`src/rtl/timer_regif_pkg.sv`:
```
package timer_regif_pkg;

    typedef enum logic [1:0] {
        ACC_LATCH = 2'd0,
        ACC_LO    = 2'd1,
        ACC_HI    = 2'd2,
        ACC_PAIR  = 2'd3
    } acc_e;

    typedef struct packed {
        acc_e        acc;
        logic [2:0]  mode;
        logic        bcd;
        logic        wr_hi;
        logic [7:0]  wr_hold;
        logic        rd_hi;
        acc_e        lat_cnt;
        logic [15:0] lat_val;
        logic        lat_st;
        logic [7:0]  st_val;
        logic        null_cnt;
        logic        ld;
        logic [15:0] ld_val;
    } chan_state_t;

    function automatic logic [2:0] fold_mode(input logic [2:0] m);
        return (m[2] && m[1]) ? {1'b0, m[1:0]} : m;
    endfunction

endpackage

```
`src/rtl/timer_ctl_decode.sv`:
```
module timer_ctl_decode #(
    parameter int NCH = 3
) (
    input  logic             bus_wr,
    input  logic             bus_rd,
    input  logic [1:0]       bus_addr,
    input  logic [7:0]       bus_wdata,
    output logic [NCH-1:0]   cfg_wr,
    output logic [NCH-1:0]   cnt_lat,
    output logic [NCH-1:0]   st_lat,
    output logic [NCH-1:0]   data_wr,
    output logic [NCH-1:0]   data_rd
);
    localparam logic [1:0] CTRL_ADDR = 2'd3;

    logic ctrl_wr;
    logic rdbk;

    assign ctrl_wr = bus_wr && (bus_addr == CTRL_ADDR);
    assign rdbk    = ctrl_wr && (bus_wdata[7:6] == 2'd3);

    for (genvar i = 0; i < NCH; i++) begin : g_ch
        logic sel_ctl;
        assign sel_ctl    = ctrl_wr && (bus_wdata[7:6] == 2'(i));
        assign cfg_wr[i]  = sel_ctl && (bus_wdata[5:4] != 2'd0);
        assign cnt_lat[i] = (sel_ctl && (bus_wdata[5:4] == 2'd0))
                          || (rdbk && bus_wdata[i+1] && !bus_wdata[5]);
        assign st_lat[i]  = rdbk && bus_wdata[i+1] && !bus_wdata[4];
        assign data_wr[i] = bus_wr && (bus_addr == 2'(i));
        assign data_rd[i] = bus_rd && (bus_addr == 2'(i));
    end
endmodule

```
`src/rtl/timer_chan_regs.sv`:
```
module timer_chan_regs
    import timer_regif_pkg::*;
(
    input  logic        clk,
    input  logic        rst_n,
    input  logic        cfg_wr,
    input  logic        cnt_lat,
    input  logic        st_lat,
    input  logic        data_wr,
    input  logic        data_rd,
    input  logic [7:0]  wdata,
    input  logic [15:0] live_cnt,
    input  logic        live_out,
    input  logic        cnt_taken,
    output logic [7:0]  rdata,
    output logic        ld_strobe,
    output logic [15:0] ld_value,
    output logic [2:0]  mode,
    output logic        bcd
);
    chan_state_t st_d, st_q;

    always_comb begin
        if (st_q.lat_st)
            rdata = st_q.st_val;
        else if (st_q.lat_cnt == ACC_HI)
            rdata = st_q.lat_val[15:8];
        else if (st_q.lat_cnt != ACC_LATCH)
            rdata = st_q.lat_val[7:0];
        else if (st_q.acc == ACC_HI || (st_q.acc == ACC_PAIR && st_q.rd_hi))
            rdata = live_cnt[15:8];
        else
            rdata = live_cnt[7:0];
    end

    always_comb begin
        st_d    = st_q;
        st_d.ld = 1'b0;

        if (cnt_taken)
            st_d.null_cnt = 1'b0;

        if (cfg_wr) begin
            st_d.acc      = acc_e'(wdata[5:4]);
            st_d.mode     = fold_mode(wdata[3:1]);
            st_d.bcd      = wdata[0];
            st_d.wr_hi    = 1'b0;
            st_d.rd_hi    = 1'b0;
            st_d.null_cnt = 1'b1;
        end

        if (data_rd) begin
            if (st_q.lat_st)
                st_d.lat_st = 1'b0;
            else if (st_q.lat_cnt == ACC_PAIR)
                st_d.lat_cnt = ACC_HI;
            else if (st_q.lat_cnt != ACC_LATCH)
                st_d.lat_cnt = ACC_LATCH;
            else if (st_q.acc == ACC_PAIR)
                st_d.rd_hi = !st_q.rd_hi;
        end

        if (cnt_lat && st_q.lat_cnt == ACC_LATCH) begin
            st_d.lat_cnt = st_q.acc;
            st_d.lat_val = live_cnt;
        end

        if (st_lat && !st_q.lat_st) begin
            st_d.lat_st = 1'b1;
            st_d.st_val = {live_out, st_q.null_cnt, st_q.acc, st_q.mode, st_q.bcd};
        end

        if (data_wr) begin
            unique case (st_q.acc)
                ACC_LO: begin
                    st_d.ld     = 1'b1;
                    st_d.ld_val = {8'h00, wdata};
                end
                ACC_HI: begin
                    st_d.ld     = 1'b1;
                    st_d.ld_val = {wdata, 8'h00};
                end
                ACC_PAIR: begin
                    if (!st_q.wr_hi) begin
                        st_d.wr_hold = wdata;
                        st_d.wr_hi   = 1'b1;
                    end else begin
                        st_d.ld     = 1'b1;
                        st_d.ld_val = {wdata, st_q.wr_hold};
                        st_d.wr_hi  = 1'b0;
                    end
                end
                default: ;
            endcase
            if (st_d.ld)
                st_d.null_cnt = 1'b1;
        end
    end

    always_ff @(posedge clk) begin
        if (!rst_n) begin
            st_q          <= '0;
            st_q.acc      <= ACC_PAIR;
            st_q.lat_cnt  <= ACC_LATCH;
            st_q.null_cnt <= 1'b1;
        end else begin
            st_q <= st_d;
        end
    end

    assign ld_strobe = st_q.ld;
    assign ld_value  = st_q.ld_val;
    assign mode      = st_q.mode;
    assign bcd       = st_q.bcd;


    lat_hold_chk: assert property (@(posedge clk) disable iff (!rst_n)
        (st_q.lat_cnt != ACC_LATCH && !data_rd) |=> $stable(st_q.lat_val));


    ld_after_write_chk: assert property (@(posedge clk) disable iff (!rst_n)
        $rose(st_q.ld) |-> $past(data_wr));


    st_clear_chk: assert property (@(posedge clk) disable iff (!rst_n)
        (data_rd && st_q.lat_st && !st_lat) |=> !st_q.lat_st);


    mode_legal_chk: assert property (@(posedge clk) disable iff (!rst_n)
        st_q.mode <= 3'd5);
endmodule

```
`src/rtl/timer_regif.sv`:
```
module timer_regif #(
    parameter int NCH = 3,
    parameter int CW  = 16
) (
    input  logic              clk,
    input  logic              rst_n,
    input  logic [1:0]        bus_addr,
    input  logic              bus_wr,
    input  logic [7:0]        bus_wdata,
    input  logic              bus_rd,
    output logic [7:0]        bus_rdata,
    input  logic [NCH*CW-1:0] cnt_live,
    input  logic [NCH-1:0]    out_live,
    input  logic [NCH-1:0]    cnt_taken,
    output logic [NCH-1:0]    ld_strobe,
    output logic [NCH*CW-1:0] ld_value,
    output logic [NCH*3-1:0]  ch_mode,
    output logic [NCH-1:0]    ch_bcd
);
    logic [NCH-1:0] cfg_wr, cnt_lat, st_lat, data_wr, data_rd;
    logic [7:0]     ch_rdata [NCH];

    timer_ctl_decode #(.NCH(NCH)) u_dec (
        .bus_wr    (bus_wr),
        .bus_rd    (bus_rd),
        .bus_addr  (bus_addr),
        .bus_wdata (bus_wdata),
        .cfg_wr    (cfg_wr),
        .cnt_lat   (cnt_lat),
        .st_lat    (st_lat),
        .data_wr   (data_wr),
        .data_rd   (data_rd)
    );

    for (genvar i = 0; i < NCH; i++) begin : g_ch
        timer_chan_regs u_ch (
            .clk       (clk),
            .rst_n     (rst_n),
            .cfg_wr    (cfg_wr[i]),
            .cnt_lat   (cnt_lat[i]),
            .st_lat    (st_lat[i]),
            .data_wr   (data_wr[i]),
            .data_rd   (data_rd[i]),
            .wdata     (bus_wdata),
            .live_cnt  (cnt_live[i*CW +: CW]),
            .live_out  (out_live[i]),
            .cnt_taken (cnt_taken[i]),
            .rdata     (ch_rdata[i]),
            .ld_strobe (ld_strobe[i]),
            .ld_value  (ld_value[i*CW +: CW]),
            .mode      (ch_mode[i*3 +: 3]),
            .bcd       (ch_bcd[i])
        );
    end

    always_comb begin
        bus_rdata = 8'h00;
        for (int i = 0; i < NCH; i++)
            if (bus_addr == 2'(i))
                bus_rdata = ch_rdata[i];
    end


    one_load_chk: assert property (@(posedge clk) disable iff (!rst_n)
        $onehot0(ld_strobe));
endmodule

```
`config.mk`:
```
export PLATFORM = sky130hd
export DESIGN_NAME = timer_regif
export DESIGN_NICKNAME = d
export VERILOG_FILES = /design/src/rtl/timer_regif_pkg.sv /design/src/rtl/timer_ctl_decode.sv /design/src/rtl/timer_chan_regs.sv /design/src/rtl/timer_regif.sv
export SDC_FILE = /design/constraint.sdc
export NUM_CORES = 1
export LEC_CHECK = 0
export CAP_MARGIN = 20
export CORE_MARGIN = 4
export CORE_UTILIZATION = 54
export DETAILED_ROUTE_END_ITERATION = 10
export MAX_ROUTING_LAYER = met4
export PLACE_DENSITY = 0.87
export SETUP_SLACK_MARGIN = 0.05
export SKIP_LAST_GASP = 1
export SLEW_MARGIN = 5
export SYNTH_ARGS = -nofsm -noshare
export SYNTH_HDL_FRONTEND = slang
export SYNTH_SLANG_ARGS = --single-unit
```
`constraint.sdc`:
```
create_clock -name clk -period 2 [get_ports clk]
set_input_delay 0.3 -clock clk [delete_from_list [all_inputs] [get_ports clk]]
set_output_delay 0.3 -clock clk [all_outputs]
set_load 0.05 [all_outputs]
```
* Yosys cells after proc, flatten, opt, wreduce, memory -nomap -nowiden
Index checks and enable logic that the tools add are counted.
** Word-level totals
- Input bits :: 68
- Output and inout bits :: 71
- Word-level logic and storage cells :: 238
- Bits in registers :: 183
** Operators by class
- Multiplexer cells :: 85
- Eq/ne operators :: 30
- Reductions and logical operators :: 81
- Bitwise gates (word level) :: 3
** Operators by type and width (count)
- 17-bit case mux with 3 select lines :: 3
- 8-bit 2-to-1 mux :: 18
- 18-bit 2-to-1 mux :: 6
- 17-bit 2-to-1 mux :: 6
- 9-bit 2-to-1 mux :: 9
- 1-bit logical AND :: 36
- 2-bit equality test, second input constant :: 16
- 1-bit 2-to-1 mux :: 30
- 3-bit AND reduction :: 9
- 3-bit 2-to-1 mux :: 7
- 2-bit nonzero test :: 10
- 2-bit zero test :: 6
- 2-bit 2-to-1 mux :: 6
- 4-bit inequality test, second input constant :: 3
- 2-bit by 1-bit equality test with 1-bit output, second input constant :: 5
- 3-bit inequality test, second input constant :: 3
- 3-bit nonzero test :: 3
- 1-bit zero test :: 8
- 1-bit logical OR :: 6
- 2-bit inequality test, second input constant :: 3
- 2-bit AND reduction :: 3
- 1-bit NOT :: 3

* Depth between registers and ports, before layout
- Word-level depth :: 11
- Mapped depth :: 8
- Depth with buffers taken out :: 5

* By module
A second synthesis with hierarchy kept.
** Second synthesis, totals
- Cell total of the unflattened synthesis :: 1102
- Area, all modules :: 8678.3 um^2
** Modules (own cells, without submodules)
- timer_chan_regs :: area each 2763.9 um^2, cells an instance 351, seq. area each 1221.2 um^2, times used 3
- timer_regif :: area each 197.7 um^2, cells an instance 20, seq. area each 0.0 um^2, times used 1
- timer_ctl_decode :: area each 188.9 um^2, cells an instance 29, seq. area each 0.0 um^2, times used 1

* Worst setup path after synthesis
Ideal clock, no wire load.
- Path kind :: input to output
- From :: input bus_addr[1]
- To :: output bus_rdata[7]
- Path slack :: -397 ps
- Required time :: 1700 ps
- Cell stages on the path :: 7
- Arrival :: 2097 ps
- Buffers on the path :: 2
- Path through :: buf_4 > nor2b_1 > buf_2 > o21ai_0 > a221oi_1 > a31oi_1 > a2bb2oi_1
** On the way
- Word-level cells in the longest chain between the ends :: 4
- Elaborated cells on any way between the ends :: 6
- Classes of those cells :: eq/ne: 2; mux: 3; reduce/logical: 1
** RTL lines
- start: declaration :: line timer_regif.sv:7 : input logic [1:0] bus_addr,
- 2-bit zero test :: line timer_regif.sv:59 : if (bus_addr == 2'(i))
- 8-bit 2-to-1 mux (2 in series) :: line timer_regif.sv:59
- 8-bit 2-to-1 mux (*) :: line timer_regif.sv:59
- end: declaration :: line timer_regif.sv:11 : output logic [7:0] bus_rdata,
Every way passes the cells marked *; elsewhere a longest branch is shown, timed or not.

* Worst setup path in the final report
- From :: register g_ch[2].u_ch.st_q[44] (netlist name)
- To :: output bus_rdata[1]
** On the way
- Word-level cells in the longest chain between the ends :: 5
- Elaborated cells on any way between the ends :: 6
- Classes of those cells :: eq/ne: 1; mux: 4; reduce/logical: 1
** RTL lines
- start: declaration :: line timer_chan_regs.sv:21 : chan_state_t st_d, st_q;
- start signal: assignment :: line timer_chan_regs.sv:107 : st_q <= st_d;
- 2-bit nonzero test :: line timer_chan_regs.sv:28 : else if (st_q.lat_cnt != ACC_LATCH)
- 8-bit 2-to-1 mux :: line timer_chan_regs.sv:28
- 8-bit 2-to-1 mux (*) :: line timer_chan_regs.sv:26 : else if (st_q.lat_cnt == ACC_HI)
- 8-bit 2-to-1 mux (*) :: line timer_chan_regs.sv:24 : if (st_q.lat_st)
- 8-bit 2-to-1 mux (*) :: line timer_regif.sv:59
Marks and branches as above.

==> flow_summary.toml <==
[outcome]
status = "complete, but fails checks"
violations = "setup timing"

[detailed_routing]
routedWlPerCell_um = 19.1
firstDrtPassIters = 10
vias = 8308
vias_per_cell = 5.99
ant_nets = 0
first_iter_violations = 986
drc = 0
routed_wl_mm = 26.5

[cts]
cts_tree = "done"
path_clk_slew_ns = 0.07
worstSkewPairLatency_ns = 0.44
cts_buffers = 17
htreeDepth = 4
root_buffer = "clkbuf_16"
cts.sinks = 183
clockBufferDepth = 2

[floorplan]
die_h_um = 135
dieWidth_um = 135
dieArea_um2 = 18300
io_pins = 139
coreArea_um2 = 15900
start_util_pct = 55.1
rows = 46

[power]
power_density_nw_per_um2 = 740
p_leak_nw = 4.48
ir_drop_mv = 0.666

[global_route]
antenna_found_initial = 1
grt_pass1_vias = 7909
grt_pass1_wl_mm = 41.5
grt_usage_pct = 29.4
grt_max_degree = 80
overflow = 0

[worst_setup_path]
critPathCaptureType = "output port"
path_delay_family = "compound AO/OA/AOI/OAI gates"
cpPeakStageDelay_ns = 0.41
critPathLaunchType = "register"
timing.critical_path.buf_inv = 1
crit_path_top_delay_cell = "a221oi_1"
required_ns = 1.70
critical_path_class = "reg -> out"
arrival_ns = 2.14
crit_chain = "nor2b_2, a221oi_1, a311oi_2, a311o_1, buf_12"
worstPathMaxFanout = 4

[sta]
rsz0062_at_grt = "true"
worst_pin_slew_ns = 0.526
fin_crit_ns = 2.44
fin_skew_ns = 0.0108
min_period_over_period_pct = 122
setup_violations = 8
max_freq_mhz = 410
fin_ws_ns = -0.441
hold_viol = 0
relSlewSlack_pct = 64.8
finalMaxSlewViolations = 0

[synthesis]
synthDistinctLibCells = 61
synth_edf_count = 0
synth_nets = 1100
avgSynthCellArea_um2 = 8.47
yosysWarnings = 0
netlist_instances = 1032
async_flop_share_pct = 0
syn_area_um2 = 8750
synth-main-ff-cell = "dfxtp_1"
synth.yosys.seq_area_share_pct = 41.9
synth_seq_cells = 183

[final_layout]
drive_gt1_share_pct = 17.7
antenna_cells = 0
fill_cells = 1072
final_common_cell = "dfxtp_1"
final_net_count = 1226
area_growth_pct = 31.3
layout.cells.non_filler = 1386
layout_common_cells = "dfxtp_1 (177), nor2_1 (116), clkdlybuf4s50_1 (115)"
final_core_util_pct = 72.3

[min_path]
min_path_type = "in -> reg"

[run]
drv_cap = 0

[placed_design]
port_buffers = 138
dp_hpwl_mm = 18.3
dpl.cell_count = 1353
gp_congestion = 0.948
[path summary, 6_finish.rpt]
path / from / endpoint / slack [ns] / cells past startpoint
worst min-delay path: rst_n / g_ch[2].u_ch.ld_strobe / 0.36 / 4
worst max-delay path: g_ch[2].u_ch.st_q[44] / bus_rdata[1] / -0.44 / 5
worst min register to register: g_ch[2].u_ch.ld_value[7] / g_ch[2].u_ch.ld_value[7] / 0.45 / 2
worst max register to register: g_ch[2].u_ch.st_q[59] / g_ch[2].u_ch.ld_value[11] / 0.15 / 7
[metal layers]
layer / vias to the layer above / track usage [%] / share of wire (%)
met5: - / - / 0
met4: 0 / 11.8 / 3.7
met3: 102 / 7.95 / 10
met2: 516 / 44.9 / 46
met1: 3857 / 37.2 / 40
li1: 3833 / - / -
[state kept, by name (all words and copies together), names as in the netlist]
register and count:
g_ch.u_ch.bcd 3, g_ch.u_ch.ld_strobe 3, g_ch.u_ch.mode 9, g_ch.u_ch.ld_value 48, g_ch.u_ch.st_q 120
[tightest hold or removal path, delay by kind of cell]
| kind | cells | cell delay [ns] |
|---|---|---|
| simple gates | 1 | 0.06 |
| buf+inv | 3 | 0.39 |
[what timing repair did]
item | CTS | global route
gates resized for setup | 29 | 24
pin swaps | 9 | 6
endpoints found under the setup margin | 19 | 10
hold buffers | 0 | 0
setup buffers | 1 | 1
[power breakdown]
part	internal, W	switching [W]
clock	0.00231	0.00143
combinational	0.000474	0.000560
sequential	0.00369	0.0000336
[area by class of cell]
type | instances | area (µm²) | area share [%]
Multi-Input combinational cell | 682 | 4320 | 37.6
Sequential cell | 183 | 3670 | 32.0
Timing Repair Buffer | 252 | 2470 | 21.5
Clock buffer | 20 | 467 | 4.06
Tap cell | 216 | 270 | 2.35
Clock inverter | 11 | 195 | 1.70
Inverter | 22 | 87.6 | 0.763
[logic make-up (layout without fill, tap and decap cells)]
kind of cell / Yosys count / in the layout / share of synthesized area (%)
buf+inv: 167 / 305 / 10.8
flops: 183 / 183 / 41.9
compound gates: 215 / 215 / 16.4
mux: 89 / 89 / 10.2
simple gates: 378 / 378 / 20.8
[metrics by stage]
| stage | hold WS, ns | area (µm²) | power (W) | worst slack, ns | setup TNS [ns] |
|---|---|---|---|---|---|
| floorplan | 0.426 | 8780 | 0.00428 | -0.0591 | -0.0591 |
| finish | 0.364 | 11500 | 0.00850 | -0.441 | -3.00 |
| detailed placement | 0.449 | 10600 | 0.00477 | -0.473 | -33.08 |
| CTS | 0.352 | 11400 | 0.00846 | -0.418 | -2.94 |
| global route | 0.365 | 11500 | 0.00870 | -0.516 | -3.54 |
| global placement | 0.443 | 10600 | 0.00476 | -0.453 | -26.04 |
[synth_stat cells (all sizes together), types with 2 or more instances]
master   number  share of area [%]
nand4        13                1.1
inv          21               0.90
a211o         4               0.40
a22o          8               0.80
o2111ai       6               0.67
buf          94                7.6
dfxtp       183                 42
a311oi        4               0.40
or3           5               0.41
mux2i        87                 10
nor3          6               0.51
a221o         5               0.57
o221ai        2               0.20
a221oi       15                1.5
o2111a        2               0.26
a21oi        39                2.2
nor2b        12               0.89
a311o         3               0.34
a22oi        17                1.5
o22ai         5               0.36
nand3b        6               0.51
nor2        124                5.7
a31oi         7               0.50
or2           5               0.36
o21ai        78                4.6
o31ai         2               0.17
a211oi        2               0.17
mux2          2               0.26
a21boi        2               0.17
and3          8               0.57
nand2        86                3.7
nand2b       10               0.72
nand3        99                5.7
clkbuf       51                2.2
o21a          6               0.51
Note: power is estimated with default switching activity, not from simulation.
